<file path="src/rtl/dbg_apb_pkg.sv">
package dbg_apb_pkg;
    typedef enum logic [1:0] {
        ST_IDLE,
        ST_SETUP,
        ST_ACCESS,
        ST_RESP
    } xfer_state_t;

    localparam logic [7:0] OFS_CSW  = 8'h00;
    localparam logic [7:0] OFS_TAR  = 8'h04;
    localparam logic [7:0] OFS_DRW  = 8'h0C;
    localparam logic [7:0] OFS_BASE = 8'hF8;
    localparam logic [7:0] OFS_IDR  = 8'hFC;
    localparam logic [3:0] BANK_ROW = 4'h1;

    localparam logic [1:0] INC_ON    = 2'b01;
    localparam logic [2:0] SIZE_WORD = 3'b010;
endpackage

</file>
<file path="src/rtl/apb_xfer_fsm.sv">
module apb_xfer_fsm
    import dbg_apb_pkg::*;
(
    input  logic clk,
    input  logic rst_n,
    input  logic go,
    input  logic pready,
    output logic psel,
    output logic penable,
    output logic launch,
    output logic finish,
    output logic respond
);
    xfer_state_t state_q, state_d;

    always_ff @(posedge clk or negedge rst_n) begin
        if (!rst_n) state_q <= ST_IDLE;
        else        state_q <= state_d;
    end

    always_comb begin
        state_d = state_q;
        unique case (state_q)
            ST_IDLE:   if (go) state_d = ST_SETUP;
            ST_SETUP:  state_d = ST_ACCESS;
            ST_ACCESS: if (pready) state_d = ST_RESP;
            ST_RESP:   state_d = ST_IDLE;
        endcase
    end

    always_comb begin
        psel    = 1'b0;
        penable = 1'b0;
        launch  = 1'b0;
        finish  = 1'b0;
        respond = 1'b0;
        unique case (state_q)
            ST_IDLE:   launch = go;
            ST_SETUP:  psel = 1'b1;
            ST_ACCESS: begin
                psel    = 1'b1;
                penable = 1'b1;
                finish  = pready;
            end
            ST_RESP:   respond = 1'b1;
        endcase
    end
endmodule

</file>
<file path="src/rtl/dbg_apb_regs.sv">
module dbg_apb_regs
    import dbg_apb_pkg::*;
#(
    parameter int          AW        = 32,
    parameter int          DW        = 32,
    parameter int          OAW       = 8,
    parameter logic [31:0] BASE_ADDR = 32'hC000_0003,
    parameter logic [3:0]  REVISION  = 4'h1,
    parameter logic [3:0]  CONT_CODE = 4'h2,
    parameter logic [6:0]  MFR_CODE  = 7'h15,
    parameter logic        MEM_AP    = 1'b1,
    parameter logic [7:0]  IDENT     = 8'h07
) (
    input  logic           clk,
    input  logic           rst_n,
    input  logic           reg_wr,
    input  logic [OAW-1:0] reg_addr,
    input  logic [DW-1:0]  wdata,
    input  logic           launch,
    input  logic           launch_bank,
    input  logic           launch_write,
    input  logic           finish,
    input  logic [DW-1:0]  prdata,
    input  logic           pslverr,
    input  logic           busy,
    input  logic           dev_en,
    output logic [DW-1:0]  rd_word,
    output logic [DW-1:0]  csw_word,
    output logic [DW-1:0]  data_q,
    output logic           err_q,
    output logic [AW-1:0]  tar_q,
    output logic           bank_q,
    output logic [AW-1:0]  paddr_q,
    output logic           pwrite_q,
    output logic [DW-1:0]  pwdata_q,
    output logic           sw_en_q
);
    localparam int TW = AW - 2;

    logic [TW-1:0] tar_hi;
    logic [3:0]    mode_q;
    logic [1:0]    inc_q;
    logic          out_seen_q;

    assign tar_q    = {tar_hi, 2'b00};
    assign csw_word = {sw_en_q, 19'd0, mode_q, busy, dev_en, inc_q, 1'b0, SIZE_WORD};

    always_ff @(posedge clk or negedge rst_n) begin
        if (!rst_n) begin
            out_seen_q <= 1'b0;
            sw_en_q    <= 1'b0;
            mode_q     <= '0;
            inc_q      <= '0;
        end else begin
            out_seen_q <= 1'b1;
            if (reg_wr && reg_addr == OFS_CSW) begin
                sw_en_q <= wdata[31];
                mode_q  <= wdata[11:8];
                inc_q   <= wdata[5:4];
            end else if (!out_seen_q) begin
                sw_en_q <= 1'b1;
            end
        end
    end

    always_ff @(posedge clk or negedge rst_n) begin
        if (!rst_n) begin
            tar_hi <= '0;
        end else if (reg_wr && reg_addr == OFS_TAR) begin
            tar_hi <= wdata[AW-1:2];
        end else if (finish && !bank_q && !pslverr && inc_q == INC_ON) begin
            tar_hi <= tar_hi + TW'(1);
        end
    end

    always_ff @(posedge clk or negedge rst_n) begin
        if (!rst_n) begin
            paddr_q  <= '0;
            pwrite_q <= 1'b0;
            pwdata_q <= '0;
            bank_q   <= 1'b0;
            data_q   <= '0;
            err_q    <= 1'b0;
        end else if (launch) begin
            paddr_q  <= launch_bank ? {tar_hi[TW-1:2], reg_addr[3:2], 2'b00} : {tar_hi, 2'b00};
            pwrite_q <= launch_write;
            pwdata_q <= wdata;
            bank_q   <= launch_bank;
            if (launch_write) data_q <= wdata;
        end else if (finish) begin
            err_q <= pslverr;
            if (!pwrite_q) data_q <= prdata;
        end
    end

    always_comb begin
        case (reg_addr)
            OFS_CSW:  rd_word = csw_word;
            OFS_TAR:  rd_word = tar_q;
            OFS_BASE: rd_word = BASE_ADDR;
            OFS_IDR:  rd_word = {REVISION, CONT_CODE, MFR_CODE, MEM_AP, 8'h00, IDENT};
            default:  rd_word = '0;
        endcase
    end
endmodule

</file>
<file path="src/rtl/dbg_apb_port.sv">
module dbg_apb_port
    import dbg_apb_pkg::*;
#(
    parameter int          AW        = 32,
    parameter int          DW        = 32,
    parameter int          OAW       = 8,
    parameter logic [31:0] BASE_ADDR = 32'hC000_0003,
    parameter logic [3:0]  REVISION  = 4'h1,
    parameter logic [3:0]  CONT_CODE = 4'h2,
    parameter logic [6:0]  MFR_CODE  = 7'h15,
    parameter logic        MEM_AP    = 1'b1,
    parameter logic [7:0]  IDENT     = 8'h07
) (
    input  logic           clk,
    input  logic           rst_n,
    input  logic           dbg_req,
    input  logic           dbg_write,
    input  logic [OAW-1:0] dbg_addr,
    input  logic [DW-1:0]  dbg_wdata,
    output logic [DW-1:0]  dbg_rdata,
    output logic           dbg_ready,
    output logic           dbg_err,
    input  logic           dev_en,
    output logic           sw_access_en,
    output logic [AW-1:0]  paddr,
    output logic           psel,
    output logic           penable,
    output logic           pwrite,
    output logic [DW-1:0]  pwdata,
    input  logic [DW-1:0]  prdata,
    input  logic           pready,
    input  logic           pslverr
);
    logic          is_bank, is_data, idle;
    logic          go, launch, xfer_done, respond, reg_wr;
    logic [DW-1:0] rd_word, csw_word, data_q;
    logic [AW-1:0] tar_q;
    logic          err_q, bank_q;

    assign is_bank = dbg_addr[7:4] == BANK_ROW;
    assign is_data = is_bank || dbg_addr == OFS_DRW;
    assign idle    = !psel && !respond;
    assign go      = idle && dbg_req && is_data;
    assign reg_wr  = idle && dbg_req && dbg_write && !is_data;

    apb_xfer_fsm u_fsm (
        .clk     (clk),
        .rst_n   (rst_n),
        .go      (go),
        .pready  (pready),
        .psel    (psel),
        .penable (penable),
        .launch  (launch),
        .finish  (xfer_done),
        .respond (respond)
    );

    dbg_apb_regs #(
        .AW(AW), .DW(DW), .OAW(OAW), .BASE_ADDR(BASE_ADDR), .REVISION(REVISION),
        .CONT_CODE(CONT_CODE), .MFR_CODE(MFR_CODE), .MEM_AP(MEM_AP), .IDENT(IDENT)
    ) u_regs (
        .clk          (clk),
        .rst_n        (rst_n),
        .reg_wr       (reg_wr),
        .reg_addr     (dbg_addr),
        .wdata        (dbg_wdata),
        .launch       (launch),
        .launch_bank  (is_bank),
        .launch_write (dbg_write),
        .finish       (xfer_done),
        .prdata       (prdata),
        .pslverr      (pslverr),
        .busy         (psel),
        .dev_en       (dev_en),
        .rd_word      (rd_word),
        .csw_word     (csw_word),
        .data_q       (data_q),
        .err_q        (err_q),
        .tar_q        (tar_q),
        .bank_q       (bank_q),
        .paddr_q      (paddr),
        .pwrite_q     (pwrite),
        .pwdata_q     (pwdata),
        .sw_en_q      (sw_access_en)
    );

    assign dbg_ready = respond || (idle && dbg_req && !is_data);
    assign dbg_rdata = respond ? data_q : rd_word;
    assign dbg_err   = respond && err_q;
endmodule

</file>
<file path="config.mk">
export PLATFORM = sky130hd
export DESIGN_NAME = dbg_apb_port
export DESIGN_NICKNAME = d
export VERILOG_FILES = /design/src/rtl/dbg_apb_pkg.sv /design/src/rtl/apb_xfer_fsm.sv /design/src/rtl/dbg_apb_regs.sv /design/src/rtl/dbg_apb_port.sv
export SDC_FILE = /design/constraint.sdc
export NUM_CORES = 1
export LEC_CHECK = 0
export CAP_MARGIN = 5
export CELL_PAD_IN_SITES_DETAIL_PLACEMENT = 1
export CELL_PAD_IN_SITES_GLOBAL_PLACEMENT = 2
export CORE_UTILIZATION = 28
export CTS_BUF_LIST = sky130_fd_sc_hd__clkbuf_4 sky130_fd_sc_hd__clkbuf_8
export CTS_CLUSTER_SIZE = 14
export DETAILED_ROUTE_END_ITERATION = 12
export PLACE_DENSITY = 0.85
export SLEW_MARGIN = 20
export SYNTH_ARGS = -nofsm -noshare
export SYNTH_HDL_FRONTEND = slang
export SYNTH_SLANG_ARGS = --single-unit
</file>
<file path="constraint.sdc">
create_clock -name clk -period 2.4 [get_ports clk]
set_clock_uncertainty 0.2 [all_clocks]
set_input_delay 0.48 -clock clk [delete_from_list [all_inputs] [get_ports clk]]
set_output_delay 0.48 -clock clk [all_outputs]
set_load 0.05 [all_outputs]
</file>
## Yosys cells after proc, flatten, opt, wreduce, memory -nomap -nowiden

Cells that the tools add are included.
W data, S select, Z words.

- Equality and inequality tests: 14
- Reduce and logical (&&, ||, !) cells: 27
- Magnitude comparators: 0
- $mul: 0
- Muxes and demuxes: 19
- Add/sub/neg operators: 1
- Div/mod/pow operators: 0
- Bitwise gates (word level): 1
- Shift operators: 0

Operator list:

| kind | count |
|---|---|
| $mux W32 | 5 |
| $pmux W32 S4 | 1 |
| $mux W30 | 2 |
| $add A30 B1 Y30 const B | 1 |
| $eq A8 B8 Y1 const B | 2 |
| $logic_and A1 B1 Y1 | 12 |
| $eq A8 B3 Y1 const B | 1 |
| $eq A8 B4 Y1 const B | 1 |
| $logic_not A8 Y1 | 1 |
| $ne A2 B2 Y1 const B | 4 |
| $pmux W2 S4 | 1 |
| $mux W1 | 7 |
| $logic_not A1 Y1 | 5 |
| $eq A2 B1 Y1 const B | 2 |
| $eq A2 B2 Y1 const B | 2 |
| $eq A4 B1 Y1 const B | 1 |
| $mux W2 | 2 |
| $mux W4 | 1 |
| $reduce_and A2 Y1 | 2 |
| $reduce_bool A2 Y1 | 2 |
| $reduce_and A3 Y1 | 1 |
| $logic_not A2 Y1 | 1 |
| $logic_or A1 B1 Y1 | 2 |
| $ne A2 B1 Y1 const B | 1 |
| other kinds (2) | 2 |

- Input bits: 79
- Memories kept: 0
- Latch bits: 0
- Memory bits (read-only): 0
- Logic and storage cells: 74
- RAM bits: 0
- Bits in registers: 139
- Output and inout port bits: 102

## Longest topological paths before layout

Gate-level depths: netlist of the first run.

- Depth after elaboration: 10
- Mapped depth: 8
- Depth with buffers taken out: 7

## Modules after synthesis

From an unflattened synthesis of the first run, not the netlist that was laid out.

- Cells, all modules: 645
- Area, all modules: 7294.5 sq um

Modules (own cells, without submodules):

| module | area each (sq um) | cells each | sequential area each (sq um) | instances |
|---|---|---|---|---|
| dbg_apb_regs | 6527.5 | 583 | 3378.2 | 1 |
| dbg_apb_port | 593.1 | 47 | 0.0 | 1 |
| apb_xfer_fsm | 173.9 | 15 | 50.0 | 1 |

## Least setup slack after synthesis of the first run

No wires, ideal clock.

- Path type: in2out
- Start: input dbg_addr[4]
- End: output dbg_rdata[28]
- Arrival: 2.578 ns
- Stages on the path: 5
- Path buffers: 1
- Path slack: -0.858 ns
- Required time: 1.720 ns
- Cell sequence: nor4_1 and2_1 clkbuf_1 a21oi_1 o21ai_0

- Longest elaborated chain between the ends: 3

RTL lines:

| what | RTL line | source |
|---|---|---|
| start, declared | dbg_apb_port.sv:18 | `input logic [OAW-1:0] dbg_addr,` |
| $eq A8 B8 Y1, or another cell as far along | dbg_apb_regs.sv:97 | `case (reg_addr)` |
| $pmux W32 S4 (*) | dbg_apb_regs.sv:97 |  |
| $mux W32 (*) | dbg_apb_port.sv:88 | `assign dbg_rdata = respond ? data_q : rd_word;` |
| end, declared | dbg_apb_port.sv:20 | `output logic [DW-1:0] dbg_rdata,` |

Every way passes the cells marked *; elsewhere a longest branch is shown, timed or not.

## Final worst setup path of the first run

- Start: register u_fsm.state_q[0]
- End: output dbg_rdata[7]

- Longest elaborated chain between the ends: 5

RTL lines:

| what | RTL line | source |
|---|---|---|
| start, declared | apb_xfer_fsm.sv:14 | `xfer_state_t state_q, state_d;` |
| start signal, assigned | apb_xfer_fsm.sv:18 | `else state_q <= state_d;` |
| $eq A2 B1 Y1 or $eq A2 B2 Y1 (tied branches) | apb_xfer_fsm.sv:37 | `unique case (state_q)` |
| $reduce_or A2 Y1 (no source line) | - |  |
| $mux W1 | apb_xfer_fsm.sv:37 |  |
| $pmux W32 S4 | dbg_apb_regs.sv:97 |  |
| $mux W32 (*) | dbg_apb_port.sv:88 |  |

Marks and branches as above.

==> impl_metrics.toml, run 1 <==
[grt]
grt.total_usage = 0.2023
antenna_found_initial = 0
grt_pass1_vias = 6102
grt-ovfl-total = 0
grt_pass1_wl_um = 36220
grt_max_degree = 46

[sta]
worst_hold_slack_ns = 0.2914
final-setup-viol-count = 34
hold_viol = 0
fmax_mhz = 396.6
setup_slack_ns = -0.1214
rsz0062_at_grt = "true"
min_period_ns = 2.521
min_period_over_period = 1.051
tightest_slew_ns = 0.5655
slew_viol_final = 0
relSlewSlack = 0.6218

[drt]
wirelength_um = 23450
vias_per_cell = 4.938
routedWlPerCell_um = 20.13
vias = 5753
ant_nets = 0
drt_iter0_drc = 194
drtPass1Iterations = 4
drc = 0

[floorplanning]
die_h_um = 154.1
start_util = 0.2859
rows = 55
io_pins = 181
die_w_um = 154.1
dieArea_um2 = 23730
coreArea_um2 = 22640

[power_and_ir_drop]
power_leakage_nw = 4.653
swShare = 0.4103
peakVddDrop_uv = 440.9
pwr-share-clk = 0.195
pwr-share-seq = 0.300
power_frac_comb = 0.505
p_int_mw = 6.158
power_mw = 10.44
power_switching_mw = 4.284
power_density_nw_per_um2 = 989.0

[worst_setup_path]
critical_path_class = "reg -> out"
path_cells = "buf_6, ha_4, buf_12, nand2_1, o31ai_4, buf_12"
cp_common_cell = "buf_12"
worstPathRequired_ns = 1.72
critical_path.max_fanout = 22
max_stage_delay_ns = 0.37
critical_path.slowest_cell = "dfrtp_1"
reg2regPathDepth = 8
worst-path-stages = 6
critPathLaunchType = "flip-flop"
critPathBufInv = 3
crit_path_end_kind = "output pin"
arrival_ns = 1.84
cpLargestDelayFamily = "buffers and inverters"

[cts]
cts-buffers-inserted = 17
cts.reportedPaths.clkPinSlew_ns = 0.09
h-tree-depth = 4
cts_max_path_buffers = 2
root_buffer = "clkbuf_8"
clock_sinks = 137
tritoncts = "yes"
clkLatencyLatePin_ns = 0.45

[cells_and_area]
multi_input_area_um2 = 3316
nets = 951
antenna_cells = 0
areaGrowthSynthToFinish_pct = 63.08
seq_area_um2 = 3428
nFillCells = 2419
drive_above_1_share = 0.3273

[synthesis]
ys_top_cells_by_area = "dfrtp_1 (53%), mux2_2 (12%), nor2_1 (5.8%)"
synthArstFlopShare = 1.000
yosysMostFrequentCell = "dfrtp_1"
ys_types = 44
yosys_warnings = 0
ys.flop_type = "dfrtp_1"
yosysSeqAreaShare = 0.5296
netlist.area_leader.share = 0.5296
netlist_top_cells_count = "dfrtp_1 (137), nor2_1 (100), mux2_2 (67), nand2_1 (41), a21oi_1 (35)"
synth_edf_count = 0
syn_inst = 618
synth_area_um2 = 6474
synth.ff_latch_count = 137
yosysTopAreaCell = "dfrtp_1"
synth_area_per_cell_um2 = 10.48

[status]
outcome = "finished with violations"
violations = "negative setup slack"

[placed_design]
dp_hpwl_um = 17010
finalWeightedCongestion = 0.7518
port_buffers = 178

[min_path]
min_path_type = "reg -> reg"
hold-path-cell-count = 2

[job]
maxCapViolations = 0
-- routing by layer --
layer	vias up	GRT usage	part of all wire
met5	-	0	0
met4	0	0.05429	0.013
met3	15	0.03890	0.041
met2	133	0.3422	0.49
met1	2900	0.2633	0.45
li1	2705	-	-
-- area by class of cell --
class	instances	share of cell area
Sequential cell	137	0.3247
Multi-Input combinational cell	436	0.3141
Timing Repair Buffer	268	0.2854
Tap cell	285	0.03378
Clock buffer	19	0.02358
Clock inverter	13	0.01600
Inverter	7	0.002489
-- power by group through the flow --
| stage | clock, mW | sequential, mW | combinational, mW |
|---|---|---|---|
| 2_1_floorplan | 0 | 3.80 | 2.17 |
| 3_3_place_gp | 0 | 3.14 | 5.08 |
| 3_5_place_dp | 0 | 3.18 | 5.15 |
| 4_1_cts | 2.10 | 3.13 | 5.31 |
| 5_1_grt | 2.19 | 3.21 | 5.52 |
| 6_report | 2.04 | 3.13 | 5.27 |
-- metrics by stage --
| stage | TNS, ns | instance area, um^2 | utilization | std cells | setup slack [ns] |
|---|---|---|---|---|---|
| final | -2.821 | 10560 | 0.4663 | 1165 | -0.1214 |
| after global routing | -6.377 | 10560 | 0.4663 | 1165 | -0.1983 |
| after CTS | -4.250 | 10430 | 0.4607 | 1161 | -0.1658 |
| after detailed placement | -64.59 | 9824 | 0.4339 | 1119 | -0.5546 |
| after global placement | -61.10 | 9824 | 0.4339 | 1119 | -0.5371 |
| after floorplan | -0.3492 | 6795 | - | 619 | -0.03438 |
-- final timing paths --
kind | start | to | slack [ns]
worst max-delay path | u_fsm.state_q[0]$_DFFE_PN0P_ | dbg_rdata[7] | -0.12
max in group asynchronous | rst_n | u_regs.inc_q[0]$_DFFE_PN0P_ | 1.04
worst min-delay path | u_regs.paddr_q[23]$_DFFE_PN0P_ | u_regs.paddr_q[23]$_DFFE_PN0P_ | 0.29
min in group asynchronous | rst_n | u_regs.tar_hi[25]$_DFFE_PN0P_ | 0.35
worst max register to register | u_fsm.state_q[0]$_DFFE_PN0P_ | u_regs.tar_hi[25]$_DFFE_PN0P_ | 0.07
worst min register to register | u_regs.paddr_q[23]$_DFFE_PN0P_ | u_regs.paddr_q[23]$_DFFE_PN0P_ | 0.29
-- sequential cells by signal, summed over array words and instances, names as in the netlist --
signal	cells
u_regs.err_q	1
u_fsm.state_q	2
u_regs.mode_q	4
u_regs.pwrite_q	1
u_regs.bank_q	1
u_regs.out_seen_q	1
u_regs.tar_hi	30
u_regs.paddr_q	30
u_regs.sw_en_q	1
u_regs.pwdata_q	32
u_regs.inc_q	2
u_regs.data_q	32
-- layout by cell type (no fill, tap or decap), types with 3 or more instances in the layout --
cell             count
nor3_1               3
a21oi_1             34
dlygate4sd2_1        3
mux2i_1             11
a22o_2               6
nand2_1             40
o21ai_4              9
and3_1               4
clkinv_4             5
inv_1                6
buf_12              45
and2_1               4
xnor2_1              3
buf_6               19
conb_1               3
o22ai_1             31
dfrtp_1            137
o21ai_0             10
and4_1               4
clkbuf_8            17
or3_1                5
bufinv_16            3
or2_2                3
a31oi_1              6
nand4_1             16
nor2_1              97
nand3_1              9
clkdlybuf4s50_1    131
xor2_1              21
mux2_2              66
o31ai_4              8
a22o_4               5
buf_4               66
nor2_4               3
-- worst min-delay path, cell delays in order, from the launching register on --
cell	delay, ns
dfrtp_1	0.35
nand2_1	0.05
o21ai_0	0.06
-- logic make-up (layout without fill, tap and decap cells) --
kind of cell	count (synthesis)	in the layout	share of synthesized area
and+or+nand+nor	207	207	0.1523
DFF	137	137	0.5296
other	2	3	0.001160
adders and majority gates	5	5	0.009664
AOI/OAI and AO/OA	119	119	0.1127
buffers and inverters	46	307	0.02860
xor gates and xnor gates	24	24	0.03247
muxes	78	78	0.1336
-- timing repair --
action                                  4_1_cts  5_1_grt
gates resized for setup                      64       22
hold endpoints to repair                     42        0
hold buffers                                  1        0
buffers inserted                             10        3
endpoints found under the setup margin       44       84
pin swaps                                    15       10
gates cloned                                  1        1
Note: power is estimated with default switching activity, not from simulation.
==> run 2, diff against run 1 <==
==> constraint.sdc (replaced) <==
create_clock -name clk -period 2.4 [get_ports clk]
set_clock_uncertainty 0.2 [all_clocks]
set_input_delay 0.6 -clock clk [delete_from_list [all_inputs] [get_ports clk]]
set_output_delay 0.6 -clock clk [all_outputs]
set_load 0.05 [all_outputs]
==> run 2 against run 1 <==
  * The run still ends with negative setup slack left
  * Clock power up 11%
  * Critical path depth up 2
  * Utilization up 0.64 points
  * Cell count about the same
  * Hold slack better by 0.0089 ns
  * Total power up 4.0%
  * Non-clock buffer count up 1
  * Setup slack worse by 0.29 ns
  * Via count up 1.5%
==> impl_metrics.toml, run 2 (same netlist as run 1, synthesis figures left out) <==
[status]
outcome = "finished with violations"
violations = "negative setup slack"

[drt]
wirelength_um = 23550
vias_per_cell = 5.008
drtPass1Iterations = 4
ant_nets = 0
vias = 5839
drt_iter0_drc = 191
routedWlPerCell_um = 20.20
drc = 0

[worst_setup_path]
critPathLaunchType = "input pin"
reg2regPathDepth = 9
reg2reg_from = "u_fsm.state_q[1]$_DFFE_PN0P_"
critPathBufInv = 5
critical_path_class = "in -> out"
worst-path-stages = 8
worstPathRequired_ns = 1.60
critical_path.slowest_cell = "nor4_4"
cpLargestDelayFamily = "buffers and inverters"
max_stage_delay_ns = 0.30
path_cells = "buf_6, buf_6, nor4_4, buf_4, nand2_4, buf_12, o31ai_4, buf_12"
crit_path_end_kind = "output pin"
arrival_ns = 2.01
timing.rr.end = "u_regs.tar_hi[25]$_DFFE_PN0P_"
ff2ff_setup_slack_ns = 0.12
critPathCapture = "dbg_rdata[8]"
critical_path.max_fanout = 8
critPathLaunch = "dbg_addr[4]"

[placed_design]
post_dp_cell_area_um2 = 9991
port_buffers = 178
dp_hpwl_um = 16870
place_ws_ns = -0.7264
finalWeightedCongestion = 0.7547

[floorplanning]
io_pins = 181
rows = 55
start_util = 0.2859
die_w_um = 154.1
dieArea_um2 = 23730
die_h_um = 154.1
coreArea_um2 = 22640

[sta]
relSlewSlack = 0.6359
slew_viol_final = 0
rsz0062_at_grt = "true"
min_period_over_period = 1.170
fmax_mhz = 356.1
hold_viol = 0
tightest_slew_ns = 0.5484
setup_slack_ns = -0.4081
min_period_ns = 2.808
final-setup-viol-count = 34

[cells_and_area]
multi_input_area_um2 = 3441
nFillCells = 2421
reg.largest.list = "u_regs.data_q: 32 flops, u_regs.pwdata_q: 32 flops"
seq_area_um2 = 3428
final_cell_mix = "dfrtp_1 (137), nor2_1 (97), clkdlybuf4s50_1 (68)"
nets = 952
mostFrequentLayoutCell = "dfrtp_1"
areaGrowthSynthToFinish_pct = 65.31
drive_above_1_share = 0.3496
antenna_cells = 0
fin_area_um2 = 10700

[grt]
grt_max_degree = 61
grt_pass1_wl_um = 38070
grt_use_met2 = 0.3584
grt-ovfl-total = 0
grt_pass1_vias = 6500
met1_usage = 0.2751
grt.met3_usage = 0.04340
antenna_found_initial = 0
grt.busiest_layer = "met2"
grt.total_usage = 0.2104

[cts]
cts.reportedPaths.clkPinSlew_ns = 0.09
clock_sinks = 137
root_buffer = "clkbuf_8"
h-tree-depth = 4
cts-buffers-inserted = 17
tritoncts = "yes"
clkLatencyLatePin_ns = 0.45
cts_max_path_buffers = 2

[min_path]
min_path_type = "reg -> reg"
hold-path-cell-count = 2

[power_and_ir_drop]
p_int_mw = 6.409
peakVddDrop_uv = 459.2
power_frac_comb = 0.503
power_density_nw_per_um2 = 1015
pwr-share-seq = 0.289
swShare = 0.4098
pwr-share-clk = 0.208
power_switching_mw = 4.451
power_leakage_nw = 5.003

[job]
maxCapViolations = 0
## run 2: cell types whose count changed in the layout (fill, tap and decap cells not counted), sizes merged
cell           before  now
buf               132  144
inv                 9   13
clkbuf             20   19
dlygate4sd2         3   56
clkinv              7    2
clkdlybuf4s50     131   68
bufinv              3    4
## run 2: how the worst min path moves through the flow
stage | from | end
after floorplan | rst_n | u_fsm.state_q[0]$_DFFE_PN0P_
after global placement | u_regs.paddr_q[3]$_DFFE_PN0P_ | u_regs.paddr_q[3]$_DFFE_PN0P_
after detailed placement | u_regs.paddr_q[31]$_DFFE_PN0P_ | u_regs.paddr_q[31]$_DFFE_PN0P_
after CTS | u_regs.paddr_q[27]$_DFFE_PN0P_ | u_regs.paddr_q[27]$_DFFE_PN0P_
after global routing | u_regs.pwdata_q[3]$_DFFE_PN0P_ | u_regs.pwdata_q[3]$_DFFE_PN0P_
final | u_regs.paddr_q[27]$_DFFE_PN0P_ | u_regs.paddr_q[27]$_DFFE_PN0P_
## run 2: through the flow
step                setup TNS (ns)  power, mW  hold slack (ns)  instances    util
floorplan                   -4.877      6.100           0.1044        619       -
finish                      -10.93      10.86           0.3002       1166  0.4727
CTS                         -11.98      10.89           0.3009       1161  0.4682
global route                -13.60      11.35           0.3273       1166  0.4727
global placement            -87.53      8.400           0.2628       1119  0.4413
detailed placement          -96.89      8.529           0.2779       1119  0.4413
## run 2: power groups by stage
stage	clock [mW]	combinational, mW	sequential (mW)
6_report	2.26	5.46	3.14
3_5_place_dp	0	5.34	3.19
2_1_floorplan	0	2.28	3.82
3_3_place_gp	0	5.24	3.16
4_1_cts	2.32	5.42	3.15
5_1_grt	2.42	5.73	3.21
## run 2: cell type report
| type | count | share of cell area |
|---|---|---|
| Inverter | 7 | 0.002455 |
| Sequential cell | 137 | 0.3204 |
| Multi-Input combinational cell | 436 | 0.3215 |
| Clock inverter | 13 | 0.01917 |
| Tap cell | 285 | 0.03332 |
| Timing Repair Buffer | 269 | 0.2787 |
| Clock buffer | 19 | 0.02444 |
## run 2: layer usage
layer / share of wire / wire length [um]
met2: 0.50 / 11760
met4: 0.0074 / 174
met1: 0.46 / 10760
met5: 0 / 0
met3: 0.036 / 853
## run 2: repair_timing
| action | 4_1_cts | 5_1_grt |
|---|---|---|
| hold buffers | 1 | 0 |
| setup buffers | 10 | 7 |
| resized for setup | 121 | 20 |
| pin swaps | 15 | 20 |
| endpoints found under the setup margin | 205 | 44 |
| hold endpoints to repair | 36 | 0 |
## run 2: worst reg2reg max path, stage by stage, from the launching register on
cell	delay, ns
dfrtp_1	0.41
buf_4	0.14
buf_6	0.09
ha_4	0.14
nand2_2	0.08
nor4_4	0.32
buf_4	0.19
nand3_4	0.10
or4_1	0.41
a31oi_1	0.13
